$ cat src/rtl/async_tx_pkg.sv
package async_tx_pkg;
  typedef struct packed {
    logic nine;
    logic par_en;
    logic par_odd;
    logic two_stop;
  } tx_fmt_t;
endpackage

$ cat src/rtl/tx_holdreg.sv
module tx_holdreg #(
  parameter int DW = 8
) (
  input  logic        clk,
  input  logic        rst,
  input  logic        wr,
  input  logic [DW:0] wr_word,
  input  logic        take,
  output logic        full,
  output logic [DW:0] word
);
  always_ff @(posedge clk) begin
    if (rst) begin
      full <= 1'b0;
      word <= '0;
    end else begin
      if (take) full <= 1'b0;
      if (wr && !full) begin
        full <= 1'b1;
        word <= wr_word;
      end
    end
  end

  assert_take_empties_R6: assert property (@(posedge clk) disable iff (rst)
    (take && full) |=> !full);

  assert_full_write_ignored_R7: assert property (@(posedge clk) disable iff (rst)
    (wr && full && !take) |=> (full && $stable(word)));
endmodule

$ cat src/rtl/tx_framer.sv
module tx_framer
  import async_tx_pkg::*;
#(
  parameter int DW = 8,
  parameter int FW = DW + 5,
  parameter int LW = $clog2(FW + 1)
) (
  input  logic [DW:0]   word,
  input  tx_fmt_t       fmt,
  input  logic          is_brk,
  output logic [FW-1:0] frame,
  output logic [LW-1:0] flen
);
  logic          par;
  logic [LW-1:0] pos;
  logic [LW-1:0] brk_len;

  assign par     = (^word[DW-1:0]) ^ (fmt.nine & word[DW]) ^ fmt.par_odd;
  assign brk_len = fmt.nine ? LW'(DW + 3) : LW'(DW + 2);

  always_comb begin
    frame = '1;
    pos   = LW'(DW + 1);
    flen  = '0;
    if (is_brk) begin
      for (int i = 0; i < FW; i++)
        if (i < int'(brk_len)) frame[i] = 1'b0;
      flen = brk_len;
    end else begin
      frame[0] = 1'b0;
      for (int i = 0; i < DW; i++) frame[i+1] = word[i];
      if (fmt.nine) begin
        frame[pos] = word[DW];
        pos = pos + 1'b1;
      end
      if (fmt.par_en) begin
        frame[pos] = par;
        pos = pos + 1'b1;
      end
      flen = pos + (fmt.two_stop ? LW'(2) : LW'(1));
    end
  end
endmodule

$ cat src/rtl/tx_shifter.sv
module tx_shifter #(
  parameter int OSR = 16,
  parameter int FW  = 13,
  parameter int LW  = 4,
  localparam int CW = $clog2(OSR)
) (
  input  logic          clk,
  input  logic          rst,
  input  logic          tick,
  input  logic          start,
  input  logic [FW-1:0] frame,
  input  logic [LW-1:0] flen,
  output logic          busy,
  output logic          txd
);
  logic [FW-1:0] shr;
  logic [LW-1:0] left;
  logic [CW-1:0] tcnt;
  logic          bit_end;

  assign bit_end = tick && (tcnt == CW'(OSR - 1));

  always_ff @(posedge clk) begin
    if (rst) begin
      busy <= 1'b0;
      txd  <= 1'b1;
      shr  <= '1;
      left <= '0;
      tcnt <= '0;
    end else if (!busy) begin
      if (start) begin
        busy <= 1'b1;
        shr  <= frame;
        txd  <= frame[0];
        left <= flen;
        tcnt <= '0;
      end
    end else if (tick) begin
      if (bit_end) begin
        tcnt <= '0;
        if (left == LW'(1)) begin
          busy <= 1'b0;
          txd  <= 1'b1;
        end else begin
          left <= left - 1'b1;
          shr  <= {1'b1, shr[FW-1:1]};
          txd  <= shr[1];
        end
      end else begin
        tcnt <= tcnt + 1'b1;
      end
    end
  end

  assert_line_rests_high_R1: assert property (@(posedge clk) disable iff (rst)
    !busy |-> txd);

  assert_first_bit_low_R2: assert property (@(posedge clk) disable iff (rst)
    $rose(busy) |-> !txd);

  assert_bit_held_R5: assert property (@(posedge clk) disable iff (rst)
    (busy && !bit_end) |=> (txd == $past(txd)));
endmodule

$ cat src/rtl/async_tx_break.sv
module async_tx_break
  import async_tx_pkg::*;
#(
  parameter int DW  = 8,
  parameter int OSR = 16,
  localparam int FW = DW + 5,
  localparam int LW = $clog2(FW + 1)
) (
  input  logic          clk,
  input  logic          rst,
  input  logic          baud_tick,
  input  logic          tx_en,
  input  logic          wr_stb,
  input  logic [DW-1:0] wr_data,
  input  logic          wr_bit8,
  input  logic          nine_mode,
  input  logic          par_en,
  input  logic          par_odd,
  input  logic          two_stop,
  input  logic          brk_req,
  output logic          txd,
  output logic          hold_empty,
  output logic          tx_done
);
  tx_fmt_t       fmt;
  logic          hold_full;
  logic [DW:0]   hold_word;
  logic          brk_pend;
  logic          busy;
  logic          start_brk;
  logic          start_dat;
  logic [FW-1:0] frame;
  logic [LW-1:0] flen;

  assign fmt = '{nine: nine_mode, par_en: par_en, par_odd: par_odd, two_stop: two_stop};

  assign start_brk = tx_en && !busy && brk_pend;
  assign start_dat = tx_en && !busy && !brk_pend && hold_full;

  always_ff @(posedge clk) begin
    if (rst) brk_pend <= 1'b0;
    else     brk_pend <= (brk_pend && !start_brk) || brk_req;
  end

  tx_holdreg #(.DW(DW)) u_hold (
    .clk(clk), .rst(rst), .wr(wr_stb), .wr_word({wr_bit8, wr_data}),
    .take(start_dat), .full(hold_full), .word(hold_word)
  );

  tx_framer #(.DW(DW), .FW(FW), .LW(LW)) u_frm (
    .word(hold_word), .fmt(fmt), .is_brk(brk_pend),
    .frame(frame), .flen(flen)
  );

  tx_shifter #(.OSR(OSR), .FW(FW), .LW(LW)) u_shf (
    .clk(clk), .rst(rst), .tick(baud_tick), .start(start_brk || start_dat),
    .frame(frame), .flen(flen), .busy(busy), .txd(txd)
  );

  assign hold_empty = !hold_full;
  assign tx_done    = !busy && !hold_full && !brk_pend;

  assert_done_line_high_R8: assert property (@(posedge clk) disable iff (rst)
    tx_done |-> txd);

  assert_break_first_R10: assert property (@(posedge clk) disable iff (rst)
    (brk_pend && hold_full && !busy && tx_en) |=> (busy && hold_full));

  assert_no_start_disabled_R11: assert property (@(posedge clk) disable iff (rst)
    (!tx_en && !busy) |=> !busy);
endmodule

$ cat config.mk
export PLATFORM = sky130hd
export DESIGN_NAME = async_tx_break
export DESIGN_NICKNAME = d
export VERILOG_FILES = /design/src/rtl/async_tx_pkg.sv /design/src/rtl/tx_holdreg.sv /design/src/rtl/tx_framer.sv /design/src/rtl/tx_shifter.sv /design/src/rtl/async_tx_break.sv
export SDC_FILE = /design/constraint.sdc
export NUM_CORES = 1
export LEC_CHECK = 0
export ABC_CLOCK_PERIOD_IN_PS = 4600
export CAP_MARGIN = 20
export CORE_MARGIN = 2
export CORE_UTILIZATION = 55
export DETAILED_ROUTE_END_ITERATION = 10
export DONT_BUFFER_PORTS = 1
export GPL_ROUTABILITY_DRIVEN = 0
export HOLD_SLACK_MARGIN = 0.06
export PLACE_DENSITY = 0.72
export SYNTH_ARGS = -nofsm -noshare
export SYNTH_HDL_FRONTEND = slang
export SYNTH_HIERARCHICAL = 1
export SYNTH_SLANG_ARGS = --single-unit
$ cat constraint.sdc
create_clock -name clk -period 4.6 [get_ports clk]
set_input_delay 0.46 -clock clk [delete_from_list [all_inputs] [get_ports clk]]
set_output_delay 0.46 -clock clk [all_outputs]
set_load 0.01 [all_outputs]
; ---- Yosys cells after proc, flatten, opt, wreduce, memory -nomap -nowiden
; Cells that the tools add are included.
[word_totals]
out_inout_bits = 3
input_bits = 19
elab_cells = 110
ff_bits = 34
[classes]
n_reduce_logical = 22
n_lt_le_gt_ge = 15
mux = 53
n_eq_ne = 5
bitwise = 3
addsub = 4
[ops]
columns = cell, n
row1 = 2-to-1 mux 13 bit, 7
row2 = 2-to-1 mux 4 bit, 13
row3 = 2-to-1 mux 1 bit, 29
row4 = < comparator 4 bit (first input constant), 5
row5 = < comparator 3 x 4 -> 1 bit (first input constant), 4
row6 = bitwise mux 13 bit, 1
row7 = logical AND 1 bit, 10
row8 = adder 4 x 1 -> 4 bit (second input constant), 2
row9 = < comparator 1 x 4 -> 1 bit (first input constant), 2
row10 = < comparator 2 x 4 -> 1 bit (first input constant), 2
row11 = parity 8 bit, 1
row12 = != test 2 bit (second input constant), 3
row13 = < comparator 4 x 5 -> 1 bit (second input constant), 1
row14 = adder 4 bit, 1
row15 = demux 1 bit (select 4 bit), 1
row16 = equality test 4 x 1 -> 1 bit (second input constant), 1
row17 = equality test 4 bit (second input constant), 1
row18 = >= comparator 4 x 1 -> 1 bit (second input constant), 1
row19 = logical NOT 1 bit, 4
row20 = 2-to-1 mux 2 bit, 2
row21 = AND reduction 4 bit, 1
row22 = nonzero test 2 bit, 2
row23 = subtractor 4 x 1 -> 4 bit (second input constant), 1
row24 = AND reduction 3 bit, 1
row25 = other kinds (4), 6

; ---- Logic depth before layout (Yosys ltp)
[depth]
depth_word = 11
mapped_depth = 8
mapped_depth_nobuf = 8

; ---- Hierarchy
; The synthesis kept the hierarchy.
[by_module_without_submodules]
columns = module, area_per_inst_um2, cells_each, instances, seq_area_each_um2
row1 = tx_shifter, 1243.7, 136, 1, 440.4
row2 = tx_holdreg, 447.9, 43, 1, 200.2
row3 = tx_framer, 254.0, 35, 1, 0.0
row4 = async_tx_break, 78.8, 9, 1, 20.0

; ---- Worst setup path before layout
; Ideal clock, no wire load.
[synth_path]
path_kind = input to register
start = input port par_odd
end = register u_shf.shr[10]
setup_ps = 123
t_arrival_ps = 1669
path_stages = 7
required_ps = 4477
path_buffers = 0
slack_ps = 2808
path_cell_list = xnor2_1 xnor2_1 xnor3_1 nor2_2 o21ai_1 a211oi_1 a21oi_2
[synth_via]
elab_chain_len = 6
[synth_rtl]
columns = element, line_no
row1 = "start, declared", async_tx_break.sv:18  ; input logic par_odd,
row2 = bitwise XOR 1 bit, tx_framer.sv:18  ; assign par = (^word[DW-1:0]) ^ (fmt.nine & word[DW]) ^ fmt.par_odd;
row3 = bitwise mux 13 bit, tx_framer.sv:37  ; frame[pos] = par;
row4 = 2-to-1 mux 13 bit, tx_framer.sv:36  ; if (fmt.par_en) begin
row5 = 2-to-1 mux 13 bit, tx_framer.sv:25  ; if (is_brk) begin
row6 = net frame[10], async_tx_break.sv:32  ; logic [FW-1:0] frame;
row7 = 2-to-1 mux 13 bit, tx_shifter.sv:31  ; if (start) begin
row8 = 2-to-1 mux 13 bit, tx_shifter.sv:30  ; end else if (!busy) begin
row9 = "end signal, assigned", tx_shifter.sv:33  ; shr <= frame;
row10 = "end signal, assigned", tx_shifter.sv:46  ; shr <= {1'b1, shr[FW-1:1]};
row11 = "end, declared", tx_shifter.sv:16  ; logic [FW-1:0] shr;
; The timed path passes the listed nets, and every way through them passes these cells. The select of a mux whose other input is x is not followed.
; A chain may end at the register's enable or synchronous reset.

; ---- Final worst setup path
[layout_path]
start = register u_shf.busy
end = register u_shf.txd
[layout_via]
elab_chain_len = 7
word_cells_on_any_way = 11
classes_between = eq/ne: 2 / mux: 1 / reduce/logical: 8
[layout_rtl]
columns = element, line_no
row1 = "start, declared", tx_shifter.sv:13  ; output logic busy,
row2 = "start signal, assigned", tx_shifter.sv:25  ; busy <= 1'b0;
row3 = "start signal, assigned", tx_shifter.sv:32  ; busy <= 1'b1;
row4 = "start signal, assigned", tx_shifter.sv:42  ; busy <= 1'b0;
row5 = logical NOT 1 bit, --
row6 = logical AND 1 bit, "async_tx_break.sv:37, async_tx_break.sv:38"
row7 = logical AND 1 bit (2 in series), async_tx_break.sv:38  ; assign start_dat = tx_en && !busy && !brk_pend && hold_full;
row8 = logical OR 1 bit, async_tx_break.sv:56  ; .clk(clk), .rst(rst), .tick(baud_tick), .start(start_brk || start_dat),
row9 = nonzero test 2 bit (no source line), --
row10 = AND reduction 3 bit (no source line), --
row11 = "end signal, assigned", tx_shifter.sv:34  ; txd <= frame[0];
row12 = "end signal, assigned", tx_shifter.sv:47  ; txd <= shr[1];
row13 = "end, declared", tx_shifter.sv:14  ; output logic txd
; Parallel ways exist; a longest one is shown, timed or not.

==> results.txt <==
The net total in the final layout came out at 238. From bottom edge to top edge, the die measures 64.67 µm. The number of placement rows came out at 22. The area of the core region is 3606 µm².

The buffer depth of the longest clock path is 2. The worst setup skew after layout is between 4 and 5 ps. The xor/xnor share of the synthesized area is 4.574%. The total met2 wirelength after detailed routing came out at about 1500 µm. In this run the count of I/O pins placed on the die edge is 22. Summed over all instances, the cell type with the most area after synthesis is dfxtp_1. The average vias per placed instance is roughly 5.6.

The final-report hold violation count came out at 0. The share of synthesized flip-flops with an asynchronous set or reset came out at 0%. After detailed placement, the design holds a cell count of 255. The wire length reported by the detailed router is 3582 µm.

The slew of the pin with the lowest slew margin is 572.7 ps. The flow ran to the end, and the final reports show no timing, DRC or antenna violations. Once detail routing completed, the nets flagged for antenna violations numbered 0. The routed metal-1 wire length is 1884 µm. The die area came out at 4182 µm².

The number of instances resized during post-cts repair is 0. In the detailed route, the total length drawn on met3 is between 150 and 200 µm. The sequential share of the synthesized area is 32.63%. The count of buffers added on input and output ports is 0. Summing the areas of all compound-gate instances in the mapped netlist gives 19.10% of the synthesized area. The fraction of final layout cells sized beyond drive strength 1 came out at 13.43%. The cell leakage power came out at 0.7210 nW. The total number of vias came out at approximately 1500. The number of global-route vias before repair came out at 1376. The critical path starts at u_shf/busy. In this run the critical register-to-register path is launched from u_shf/busy.

Adding up every negative setup slack in the final design gives 0 ps. The tree is rooted in a clkbuf_8. Max-cap violations in this run came to 0. For the worst setup path, the data required time is 4780 ps. The unique cell type count in the Yosys netlist is 48. The largest family of logic cells by synthesized area is simple AND/OR/NAND/NOR gates. In the global route stage, overall resource usage came out at 18.41%. The horizontal die dimension is 64.67 µm.

Yosys mapped a number of flops with a built-in enable equal to 0. The layout-stage area growth over the synthesis result is 1.236%. The flip-flop and latch count after synthesis came out at 33. The number of pins exceeding their max-slew limit in the final report is 0. The synthesized-area fraction occupied by adder cells is ~2.8%.

The maximum vdd drop came out at 194.7 µV. The smallest clock period supported by the final layout is computed as 1993 ps. Of all nets on the critical path, the largest fanout is 31. Buffers inserted during clock tree synthesis total 5. In the post-synthesis netlist, the biggest area contributors are dfxtp_1 33%, nand4bb_1 5.0%, a211oi_1 4.8%, nor3_1 4.2%, nand2b_1 4.0%. The power density over the cells is 340.8 nW/µm².

The count of final setup violators is 0. The TritonCTS clock tree is yes. The worst setup path category is flip-flop to flip-flop. The number of hold-repair buffers added at the cts stage came out at 0.

The simple-gate area share of the yosys netlist is 29.36%. The category of the worst setup path capture point is a flip-flop. The endpoint of the most critical register-to-register path is u_shf/txd. During synthesis, Yosys emitted a total of 6 warnings. In the synthesized netlist the dominant register cell turns out to be dfxtp_1. The violation count after the first detailed-routing iteration is 30. The detailed router used layers up to and including met4. The total design power is 0.6984 mW.

Once the floorplan was initialized, standard cells occupied 56.14% of the core. Entering global routing, the biggest net connects 56 pins. The endpoint of the most critical setup path is u_shf/txd. Once layout is complete, the utilization of the core stands at 56.84%.

After technology mapping, the gate count stands at 223. The fraction of post-synthesis cell area in the top cell type by area came out at around 33%. The portion of synthesized area spent on multiplexers is less than 1%. The final cell count without fillers is around 260. Dividing the final minimum period by the clock period gives 43.33%. The HPWL after detailed placement came out at 2329 µm. The worst endpoint data arrival time is 2170 ps. The H-tree was split into 2 levels. The CTS sink count came out at 33. The post-synthesis average cell area is 9.078 µm². For this run, the detailed router's first-pass iteration total came to 4.

The mapped cell area is 2024 µm². STA classifies the critical path startpoint as a flip-flop. Post-CTS timing repair inserted 0 buffers for setup. The later-pin clock latency in the skew report came out at 290 ps. The repair_antennas step left the layout with diodes totalling 0. Setup repair after global routing left no endpoint under its margin. The filler cell count in the final layout came out at 335. The type of the most critical hold path is input pin to flip-flop.

The DRC violation count after routing came out at 0. The maximum clock rate came out at 501.7 MHz. The global-route wire length before repair is 6030 µm. The max-slew headroom at the worst pin is 61.77%. After global routing the overflow that remains totals 0. The clock-pin slew reported for the worst setup and hold paths after clock tree synthesis is 70 ps. The reg-to-reg setup timing slack came out at 2610 ps. The initial antenna violation count is 0. The routed wirelength normalized by instance count is about 14 µm. The count of cells along the worst register-to-register path came out at 7.
==> metrics by stage <==
stage	instance area [µm²]	setup WS (ps)	hold slack (ps)
global route	2049	2452	231.4
global placement	1933	2502	456.9
detailed placement	1933	2453	464.9
finish	2049	2607	237.7
CTS	2034	2442	232.5
floorplan	2032	2808	436.2
==> cells in the mapped netlist, types with 3 or more instances <==
cell type  number
dfxtp_1        33
nor3_1         17
a21oi_1        14
a211oi_1       13
nand2b_1       13
nor2_1         11
o21ai_1        10
and2_1          9
nand4bb_1       9
inv_1           8
nor2b_1         8
a21oi_2         7
buf_4           7
xnor2_1         7
buf_6           5
nand3_1         5
clkbuf_1        3
clkbuf_8        3
ha_1            3
nand2_1         3
==> registers in the layout (all words and copies together) (netlist names) <==
register / count
u_shf/shr: 12
u_hold/word: 9
u_shf/left: 4
u_shf/tcnt: 4
brk_pend: 1
u_hold/full: 1
u_shf/busy: 1
u_shf/txd: 1
==> layout by cell type (no fill, tap or decap), drive strengths merged, types with 9 or more instances in the layout <==
cell type	n
nor2b	11
a211oi	13
nand2b	13
o21ai	12
nor2	12
nand4bb	9
dfxtp	33
and2	11
inv	9
a21oi	21
nor3	17
==> critical path, cell delays in order (launching register included) <==
cell and delay (ps):
dfxtp_1 310, buf_4 300, nor2b_4 70, o21a_1 120
nand2b_1 330, a21boi_0 380, a211oi_1 80, a211o_1 280
==> final cells by class <==
class | instances | area [µm²] | area share, %
Clock buffer | 7 | 96.34 | 4.701
Multi-Input combinational cell | 164 | 1166 | 56.90
Tap cell | 48 | 60.06 | 2.930
Sequential cell | 33 | 660.6 | 32.23
Clock inverter | 1 | 5.005 | 0.2442
Timing Repair Buffer | 2 | 22.52 | 1.099
Inverter | 9 | 38.79 | 1.893
==> per-layer routing <==
| layer | GRT usage [%] | vias to the layer above |
|---|---|---|
| met4 | 7.181 | 0 |
| met2 | 28.39 | 32 |
| li1 | - | 765 |
| met3 | 4.861 | 5 |
| met1 | 24.62 | 679 |
| met5 | 0 | - |
==> cell families after synthesis <==
logic type                 Yosys count
xor gates and xnor gates             9
other                                2
DFF                                 33
adders and majority gates            4
AOI/OAI and AO/OA                   57
buffers and inverters               28
and+or+nand+nor                     88
muxes                                2
==> worst min-delay path by stage <==
stage	from	endpoint	slack [ps]	cells after the start
after floorplan	u_shf/shr[12]	u_shf/shr[12]	440	2
after global placement	u_shf/shr[12]	u_shf/shr[12]	460	2
after detailed placement	u_shf/shr[12]	u_shf/shr[12]	460	2
after CTS	rst	u_shf/tcnt[1]	230	1
after global routing	rst	u_shf/tcnt[0]	230	1
final	rst	u_hold/full	240	1
==> where the power goes <==
part           internal, mW  switching (mW)
sequential            0.308          0.0203
clock                 0.135           0.106
combinational        0.0637          0.0654
Power figures use the tool's default switching activity.
